## src/rtl/dfr_pkg.sv

```systemverilog
package dfr_pkg;

  localparam logic [7:0] OP_DUAL_OUT = 8'h3B;
  localparam logic [7:0] OP_DUAL_IO  = 8'hBB;

  localparam int ADDR_W = 24;
  localparam int TX_W   = 8 + ADDR_W + 8;

  typedef enum logic [2:0] {
    ST_IDLE,
    ST_CMD,
    ST_ADDR,
    ST_MODE,
    ST_DUMMY,
    ST_DATA,
    ST_GAP
  } dfr_state_e;

endpackage

```

## src/rtl/dfr_sclk_gen.sv

```systemverilog
module dfr_sclk_gen #(
  parameter int DIV_W = 4
) (
  input  logic             clk,
  input  logic             rst_n,
  input  logic             run,
  input  logic [DIV_W-1:0] div,
  output logic             sclk,
  output logic             rise_tk,
  output logic             fall_tk
);

  logic [DIV_W-1:0] cnt_q, cnt_d;
  logic             sclk_q, sclk_d;
  logic             edge_now;

  assign edge_now = run && (cnt_q == div);
  assign rise_tk  = edge_now && !sclk_q;
  assign fall_tk  = edge_now &&  sclk_q;
  assign sclk     = sclk_q;

  always_comb begin
    cnt_d  = cnt_q;
    sclk_d = sclk_q;
    if (!run) begin
      cnt_d  = '0;
      sclk_d = 1'b0;
    end else if (edge_now) begin
      cnt_d  = '0;
      sclk_d = ~sclk_q;
    end else begin
      cnt_d  = cnt_q + 1'b1;
    end
  end

  always_ff @(posedge clk or negedge rst_n) begin
    if (!rst_n) begin
      cnt_q  <= '0;
      sclk_q <= 1'b0;
    end else begin
      cnt_q  <= cnt_d;
      sclk_q <= sclk_d;
    end
  end

endmodule

```

## src/rtl/dfr_rx_pack.sv

```systemverilog
module dfr_rx_pack #(
  parameter int BYTE_W = 8
) (
  input  logic              clk,
  input  logic              rst_n,
  input  logic              sample,
  input  logic              lane_hi,
  input  logic              lane_lo,
  output logic              byte_end,
  output logic [BYTE_W-1:0] byte_o,
  output logic              byte_vld
);

  localparam int PAIRS  = BYTE_W / 2;
  localparam int PCNT_W = (PAIRS > 1) ? $clog2(PAIRS) : 1;

  logic [PCNT_W-1:0] pair_q, pair_d;
  logic [BYTE_W-3:0] sr_q, sr_d;
  logic [BYTE_W-1:0] byte_q, byte_d;
  logic              vld_q, vld_d;

  assign byte_end = sample && (pair_q == PCNT_W'(PAIRS - 1));
  assign byte_o   = byte_q;
  assign byte_vld = vld_q;

  always_comb begin
    pair_d = pair_q;
    sr_d   = sr_q;
    byte_d = byte_q;
    vld_d  = 1'b0;
    if (sample) begin
      if (byte_end) begin
        byte_d = {sr_q, lane_hi, lane_lo};
        vld_d  = 1'b1;
        pair_d = '0;
      end else begin
        sr_d   = {sr_q[BYTE_W-5:0], lane_hi, lane_lo};
        pair_d = pair_q + 1'b1;
      end
    end
  end

  always_ff @(posedge clk or negedge rst_n) begin
    if (!rst_n) begin
      pair_q <= '0;
      sr_q   <= '0;
      byte_q <= '0;
      vld_q  <= 1'b0;
    end else begin
      pair_q <= pair_d;
      sr_q   <= sr_d;
      byte_q <= byte_d;
      vld_q  <= vld_d;
    end
  end

endmodule

```

## src/rtl/dfr_seq.sv

```systemverilog
module dfr_seq
  import dfr_pkg::*;
#(
  parameter int LEN_W   = 8,
  parameter int CSH_MIN = 4
) (
  input  logic              clk,
  input  logic              rst_n,
  input  logic              req,
  input  logic              cmd_sel,
  input  logic [ADDR_W-1:0] addr,
  input  logic [LEN_W-1:0]  nbytes,
  input  logic [7:0]        mode_byte,
  input  logic              rise_tk,
  input  logic              fall_tk,
  input  logic              byte_end,
  output logic              accept,
  output logic              run,
  output logic              data_phase,
  output logic              busy,
  output logic              done,
  output logic              cs_n,
  output logic              io0_o,
  output logic              io0_oe,
  output logic              io1_o,
  output logic              io1_oe
);

  localparam int GAP_W = (CSH_MIN > 1) ? $clog2(CSH_MIN) : 1;

  dfr_state_e        st_q, st_d;
  logic [4:0]        pcnt_q, pcnt_d;
  logic [TX_W-1:0]   tx_q, tx_d;
  logic              dual_q, dual_d;
  logic [LEN_W-1:0]  left_q, left_d;
  logic              last_q, last_d;
  logic [GAP_W-1:0]  gap_q, gap_d;
  logic              cs_n_q, cs_n_d;
  logic              done_q, done_d;
  logic [TX_W-1:0]   tx_sh1, tx_sh2;

  assign accept     = (st_q == ST_IDLE) && req && (nbytes != '0);
  assign run        = (st_q != ST_IDLE) && (st_q != ST_GAP);
  assign data_phase = (st_q == ST_DATA);
  assign busy       = (st_q != ST_IDLE);
  assign done       = done_q;
  assign cs_n       = cs_n_q;
  assign tx_sh1     = {tx_q[TX_W-2:0], 1'b0};
  assign tx_sh2     = {tx_q[TX_W-3:0], 2'b00};

  // Lane drive: one lane for opcode and single-lane address, both for dual phases.
  always_comb begin
    io0_o  = 1'b0;
    io0_oe = 1'b0;
    io1_o  = 1'b0;
    io1_oe = 1'b0;
    case (st_q)
      ST_CMD: begin
        io0_o  = tx_q[TX_W-1];
        io0_oe = 1'b1;
      end
      ST_ADDR, ST_MODE: begin
        if (dual_q) begin
          io1_o  = tx_q[TX_W-1];
          io0_o  = tx_q[TX_W-2];
          io1_oe = 1'b1;
          io0_oe = 1'b1;
        end else begin
          io0_o  = tx_q[TX_W-1];
          io0_oe = 1'b1;
        end
      end
      default: ;
    endcase
  end

  always_comb begin
    st_d   = st_q;
    pcnt_d = pcnt_q;
    tx_d   = tx_q;
    dual_d = dual_q;
    left_d = left_q;
    last_d = last_q;
    gap_d  = gap_q;
    cs_n_d = cs_n_q;
    done_d = 1'b0;

    if (byte_end) begin
      left_d = left_q - 1'b1;
      if (left_q == LEN_W'(1)) last_d = 1'b1;
    end

    case (st_q)
      ST_IDLE: begin
        if (accept) begin
          st_d   = ST_CMD;
          pcnt_d = 5'd7;
          tx_d   = {(cmd_sel ? OP_DUAL_IO : OP_DUAL_OUT), addr, mode_byte};
          dual_d = cmd_sel;
          left_d = nbytes;
          last_d = 1'b0;
          cs_n_d = 1'b0;
        end
      end
      ST_CMD: begin
        if (fall_tk) begin
          tx_d = tx_sh1;
          if (pcnt_q == 5'd0) begin
            st_d   = ST_ADDR;
            pcnt_d = dual_q ? 5'd11 : 5'd23;
          end else begin
            pcnt_d = pcnt_q - 5'd1;
          end
        end
      end
      ST_ADDR: begin
        if (fall_tk) begin
          tx_d = dual_q ? tx_sh2 : tx_sh1;
          if (pcnt_q == 5'd0) begin
            st_d   = dual_q ? ST_MODE : ST_DUMMY;
            pcnt_d = dual_q ? 5'd3 : 5'd7;
          end else begin
            pcnt_d = pcnt_q - 5'd1;
          end
        end
      end
      ST_MODE: begin
        if (fall_tk) begin
          tx_d = tx_sh2;
          if (pcnt_q == 5'd0) st_d = ST_DATA;
          else                pcnt_d = pcnt_q - 5'd1;
        end
      end
      ST_DUMMY: begin
        if (fall_tk) begin
          if (pcnt_q == 5'd0) st_d = ST_DATA;
          else                pcnt_d = pcnt_q - 5'd1;
        end
      end
      ST_DATA: begin
        if (fall_tk && last_q) begin
          st_d   = ST_GAP;
          gap_d  = '0;
          cs_n_d = 1'b1;
          done_d = 1'b1;
        end
      end
      ST_GAP: begin
        if (gap_q == GAP_W'(CSH_MIN - 1)) st_d = ST_IDLE;
        else                              gap_d = gap_q + 1'b1;
      end
      default: st_d = ST_IDLE;
    endcase
  end

  always_ff @(posedge clk or negedge rst_n) begin
    if (!rst_n) begin
      st_q   <= ST_IDLE;
      pcnt_q <= '0;
      tx_q   <= '0;
      dual_q <= 1'b0;
      left_q <= '0;
      last_q <= 1'b0;
      gap_q  <= '0;
      cs_n_q <= 1'b1;
      done_q <= 1'b0;
    end else begin
      st_q   <= st_d;
      pcnt_q <= pcnt_d;
      tx_q   <= tx_d;
      dual_q <= dual_d;
      left_q <= left_d;
      last_q <= last_d;
      gap_q  <= gap_d;
      cs_n_q <= cs_n_d;
      done_q <= done_d;
    end
  end

endmodule

```

## src/rtl/dio_flash_reader.sv

```systemverilog
module dio_flash_reader
  import dfr_pkg::*;
#(
  parameter int LEN_W   = 8,
  parameter int DIV_W   = 4,
  parameter int CSH_MIN = 4
) (
  input  logic              clk,
  input  logic              rst_n,
  input  logic              req,
  input  logic              cmd_sel,
  input  logic [ADDR_W-1:0] addr,
  input  logic [LEN_W-1:0]  nbytes,
  input  logic [7:0]        mode_byte,
  input  logic [DIV_W-1:0]  sclk_div,
  output logic              busy,
  output logic              done,
  output logic [7:0]        rd_data,
  output logic              rd_valid,
  output logic              cs_n,
  output logic              sclk,
  output logic              io0_o,
  output logic              io0_oe,
  input  logic              io0_i,
  output logic              io1_o,
  output logic              io1_oe,
  input  logic              io1_i
);

  logic [1:0]       rst_sync_q;
  logic             rst_int_n;
  logic [DIV_W-1:0] div_q, div_d;
  logic             accept, run, data_phase;
  logic             rise_tk, fall_tk, byte_end;

  // Asynchronous assertion, synchronous release.
  always_ff @(posedge clk or negedge rst_n) begin
    if (!rst_n) rst_sync_q <= 2'b00;
    else        rst_sync_q <= {rst_sync_q[0], 1'b1};
  end
  assign rst_int_n = rst_sync_q[1];

  assign div_d = accept ? sclk_div : div_q;

  always_ff @(posedge clk or negedge rst_int_n) begin
    if (!rst_int_n) div_q <= '0;
    else            div_q <= div_d;
  end

  dfr_seq #(
    .LEN_W   (LEN_W),
    .CSH_MIN (CSH_MIN)
  ) u_seq (
    .clk        (clk),
    .rst_n      (rst_int_n),
    .req        (req),
    .cmd_sel    (cmd_sel),
    .addr       (addr),
    .nbytes     (nbytes),
    .mode_byte  (mode_byte),
    .rise_tk    (rise_tk),
    .fall_tk    (fall_tk),
    .byte_end   (byte_end),
    .accept     (accept),
    .run        (run),
    .data_phase (data_phase),
    .busy       (busy),
    .done       (done),
    .cs_n       (cs_n),
    .io0_o      (io0_o),
    .io0_oe     (io0_oe),
    .io1_o      (io1_o),
    .io1_oe     (io1_oe)
  );

  dfr_sclk_gen #(
    .DIV_W (DIV_W)
  ) u_sclk (
    .clk     (clk),
    .rst_n   (rst_int_n),
    .run     (run),
    .div     (div_q),
    .sclk    (sclk),
    .rise_tk (rise_tk),
    .fall_tk (fall_tk)
  );

  dfr_rx_pack #(
    .BYTE_W (8)
  ) u_rx (
    .clk      (clk),
    .rst_n    (rst_int_n),
    .sample   (rise_tk && data_phase),
    .lane_hi  (io1_i),
    .lane_lo  (io0_i),
    .byte_end (byte_end),
    .byte_o   (rd_data),
    .byte_vld (rd_valid)
  );

endmodule

```

## config.mk

```make
export PLATFORM = sky130hd
export DESIGN_NAME = dio_flash_reader
export DESIGN_NICKNAME = d
export VERILOG_FILES = /design/src/rtl/dfr_pkg.sv /design/src/rtl/dfr_sclk_gen.sv /design/src/rtl/dfr_rx_pack.sv /design/src/rtl/dfr_seq.sv /design/src/rtl/dio_flash_reader.sv
export SDC_FILE = /design/constraint.sdc
export NUM_CORES = 1
export LEC_CHECK = 0
export BUFFER_PORTS_ARGS = -buffer_cell sky130_fd_sc_hd__buf_2
export CORE_MARGIN = 2
export CORE_UTILIZATION = 57
export CTS_BUF_LIST = sky130_fd_sc_hd__clkbuf_8
export CTS_CLUSTER_DIAMETER = 120
export CTS_CLUSTER_SIZE = 28
export DETAILED_ROUTE_END_ITERATION = 16
export GPL_ROUTABILITY_DRIVEN = 0
export HOLD_SLACK_MARGIN = 0.15
export MAX_ROUTING_LAYER = met4
export PLACE_DENSITY = 0.85
export SKIP_LAST_GASP = 1
export SLEW_MARGIN = 20
export SYNTH_ARGS = -nofsm -noshare
export SYNTH_HDL_FRONTEND = slang
export SYNTH_SLANG_ARGS = --single-unit
```

## constraint.sdc

```tcl
create_clock -name clk -period 3.37 [get_ports clk]
set_input_delay 0 -clock clk [delete_from_list [all_inputs] [get_ports clk]]
set_output_delay 0 -clock clk [all_outputs]
set_load 0.1 [all_outputs]
```

==> out/metrics.yaml <==
outcome: "completed"
r2r-end: "u_seq.left_q[6]$_DFF_PN0_"
cp_cell_sequence: "dlygate4sd3_1 > buf_2 > nor4_1 > a21oi_1 > nand3_1 > o311ai_4 > mux2_4"
tritoncts: "done"
hold_startpoint: "req"
die_area_um2: 8690
post-cts-setup-buffers: 0
postSynthAreaPerCell_um2: 10.2
proportion_of_layout_cells_with_a_drive_suffix_above_1_pct: 23.1
ctsRootBufferMaster: "sky130_fd_sc_hd__clkbuf_8"
final_design_area_no_fill_um2: 5650
die_width_um: 93.2
warnings_synthesis: 0
library_cells_used_by_synthesis: 63
slew_headroom_pct: 55.5
fill_cells: 522
sink_count: 90
antenna-diode-count: 0
vias_after_detailed_routing: 3965
crit_slowest_cell: "sky130_fd_sc_hd__nor4_1"
core_um2: 7730
initial_utilization_pct: 58.7
antenna_left: 0
clkTransAtPathRegs_ns: 0.09
startpoint_type: "primary input"
period_needed_ns: 2.36
peakVddDrop_v: 0.000534
grt_max_degree: 89
leak_pwr_nw: 2.50
critPathKind: "primary input to register"
first_global_vias: 3835
chipHeight_um: 93.2
critical_path_arrival_ns: 2.60
endpoint_kind: "register"
postSynthRegisterBits: 90
hold_path_depth: 6
growth_of_design_area_from_synthesis_to_finish_pct: 24.4
startpoint: "nbytes[5]"
finalSetupViolations: 0
dominantRegCellSynth: "sky130_fd_sc_hd__dfrtp_1"
num_rows: 32
design.portCount: 67
critical_path.reg2reg.startpoint: "u_seq.st_q[2]$_DFFE_PN0P_"
route.final.wire_length_um: 10700
ctsLongestPathBuffers: 2
worst_slew_pin_slew_ns: 0.666
timing.final.hold_violations: 0
timing.critical_path.buf_inv: 2
synth.net_count: 503
synth.yosys.seq_area_share_pct: 49.6
drt_pre_antenna_iters: 11
critical_path_required_ns: 3.62
placement.cell_area_um2: 4900
synth_async_sr_flop_share_pct: 100
synth_area_um2: 4540
fmaxAchievable_mhz: 424
global_route.overflow_total: 0
grt_util_all_layers_pct: 26.7
cts_made_buffers: 9
maxSlewViolCount: 0
grt_antenna_before_repair: 0
drc: 0
path_delay_family: "simple AND/OR/NAND/NOR gates"
hpwl_um: 6300
setup_slack_on_the_worst_flop_to_flop_path_ns: 1.05
hold_class: "primary input to register"
synthesis.instances: 447
route.detailed.wl_per_inst_um: 16.3
final_net_count: 604
finalCritPeriodShare_pct: 69.9
fin_worst_skew_ns: 0.0150
drt_iter0_markers: 495
count_of_port_buffers_added_during_placement: 66
max_cap_check_violation_count: 0
rsz_0062_raised_after_global_routing: "false"
reg2reg_depth: 6
hold-path-endpoint: "u_seq.dual_q$_DFFE_PN0P_"
cellPowerDensity_nw_per_um2: 979
h_tree_depth: 3
wire_length_of_the_first_global_routing_pass_um: 18000
synth_enable_flop_cells: 0
total_power_mw: 5.53
timing.critical_path.slowest_cell_delay_ns: 0.58
final.setup.tns_ns: 0
worstPathMaxFanout: 15
detail_route.vias_per_cell: 6.05
skew_pair_late_insertion_delay_ns: 0.37
==> metrics by stage <==
step	setup slack, ns	util (%)	hold slack, ns	cells
5_1_grt	0.836	73.1	0.264	655
3_5_place_dp	1.09	63.5	-0.214	589
2_1_floorplan	0.679	-	-0.296	447
4_1_cts	1.03	72.7	0.248	654
3_3_place_gp	1.17	63.5	-0.215	589
6_report	1.01	73.1	0.255	655
==> report_power, final <==
| part | switching (mW) | internal (mW) |
|---|---|---|
| clock network | 0.400 | 0.425 |
| logic | 1.75 | 1.05 |
| registers | 0.425 | 1.47 |
| total | 2.58 | 2.95 |
==> repair_timing <==
item / CTS / global route
hold buffers: 49 / 0
resized for setup: 0 / 0
endpoints found under the hold margin: 52 / 0
==> cells in the mapped netlist, types with 7 or more instances <==
| master | instances | area (um2) |
|---|---|---|
| sky130_fd_sc_hd__dfrtp_1 | 89 | 2230 |
| sky130_fd_sc_hd__nor2_1 | 56 | 210 |
| sky130_fd_sc_hd__a21oi_1 | 43 | 215 |
| sky130_fd_sc_hd__nand2_1 | 32 | 120 |
| sky130_fd_sc_hd__a222oi_1 | 31 | 310 |
| sky130_fd_sc_hd__mux2_2 | 16 | 180 |
| sky130_fd_sc_hd__clkbuf_1 | 13 | 48.8 |
| sky130_fd_sc_hd__inv_1 | 13 | 48.8 |
| sky130_fd_sc_hd__o21ai_0 | 12 | 60.1 |
| sky130_fd_sc_hd__buf_2 | 11 | 55.1 |
| sky130_fd_sc_hd__nand3_1 | 11 | 55.1 |
| sky130_fd_sc_hd__xor2_1 | 9 | 78.8 |
| sky130_fd_sc_hd__nor3_1 | 7 | 35.0 |
==> cell families after synthesis <==
kind of cell               share of synthesized area, %
adders and majority gates                          1.90
buffers and inverters                              5.04
DFF                                                49.6
other                                            0.0826
xor gates and xnor gates                           2.51
muxes                                              4.52
AOI/OAI and AO/OA                                  21.2
and+or+nand+nor                                    15.1
==> routing by layer <==
layer / track usage, % / part of all wire (%)
met5: - / 0
met4: 10.8 / 1.8
met3: 4.11 / 6.4
met2: 41.2 / 50
met1: 35.7 / 42
==> cell usage in the layout, fill, tap and decap left out, drive strengths merged, types with 3 or more instances in the layout <==
| cell | instances |
|---|---|
| ha | 6 |
| a31oi | 6 |
| inv | 17 |
| nand2 | 32 |
| a222oi | 31 |
| a221oi | 5 |
| nand4 | 4 |
| nand3 | 11 |
| nor3 | 7 |
| dfrtp | 89 |
| nor3b | 4 |
| or3 | 3 |
| a22oi | 4 |
| xnor2 | 4 |
| o21ai | 14 |
| buf | 75 |
| dlygate4sd3 | 49 |
| clkbuf | 9 |
| mux2 | 17 |
| nor4 | 5 |
| nor2 | 57 |
| a21oi | 46 |
| nand2b | 4 |
| xor2 | 9 |
| or2 | 3 |
| o21a | 6 |
==> layout make-up <==
class	count	area [um2]	share of cell area, %
Sequential cell	90	2260	40.0
Multi-Input combinational cell	309	2060	36.5
Timing Repair Buffer	124	921	16.3
Tap cell	102	128	2.26
Clock buffer	9	124	2.19
Clock inverter	7	101	1.79
Inverter	14	52.6	0.931
==> flip-flops by register name, indices dropped and copies added, names as in the netlist <==
register	cells
u_rx.sr_q	6
u_seq.st_q	3
u_rx.byte_o	8
rst_sync_q	2
u_seq.dual_q	1
u_seq.pcnt_q	5
u_seq.tx_q	40
u_seq.left_q	8
u_seq.last_q	1
u_seq.cs_n	1
u_seq.done	1
u_rx.pair_q	2
div_q	4
u_rx.byte_vld	1
u_sclk.sclk	1
u_sclk.cnt_q	4
u_seq.gap_q	2
==> worst register-to-register path: stages, from the launching register on <==
cell                      delay, ns
sky130_fd_sc_hd__dfrtp_1       0.75
sky130_fd_sc_hd__inv_2         0.23
sky130_fd_sc_hd__nor3b_4       0.38
sky130_fd_sc_hd__nand3_1       0.15
sky130_fd_sc_hd__buf_4         0.21
sky130_fd_sc_hd__or3_1         0.35
sky130_fd_sc_hd__a31oi_1       0.17
==> worst max path at each step <==
stage,to,slack [ns],depth (start not counted)
finish,u_seq.pcnt_q[3]$_DFFE_PN0P_,1.01,7
global route,u_seq.pcnt_q[3]$_DFFE_PN0P_,0.84,7
CTS,u_seq.pcnt_q[3]$_DFFE_PN0P_,1.03,7
global placement,u_seq.left_q[6]$_DFF_PN0_,1.17,6
floorplan,div_q[0]$_DFFE_PN0P_,0.68,0
detailed placement,u_seq.pcnt_q[3]$_DFFE_PN0P_,1.09,7
Power figures use the tool's default switching activity.
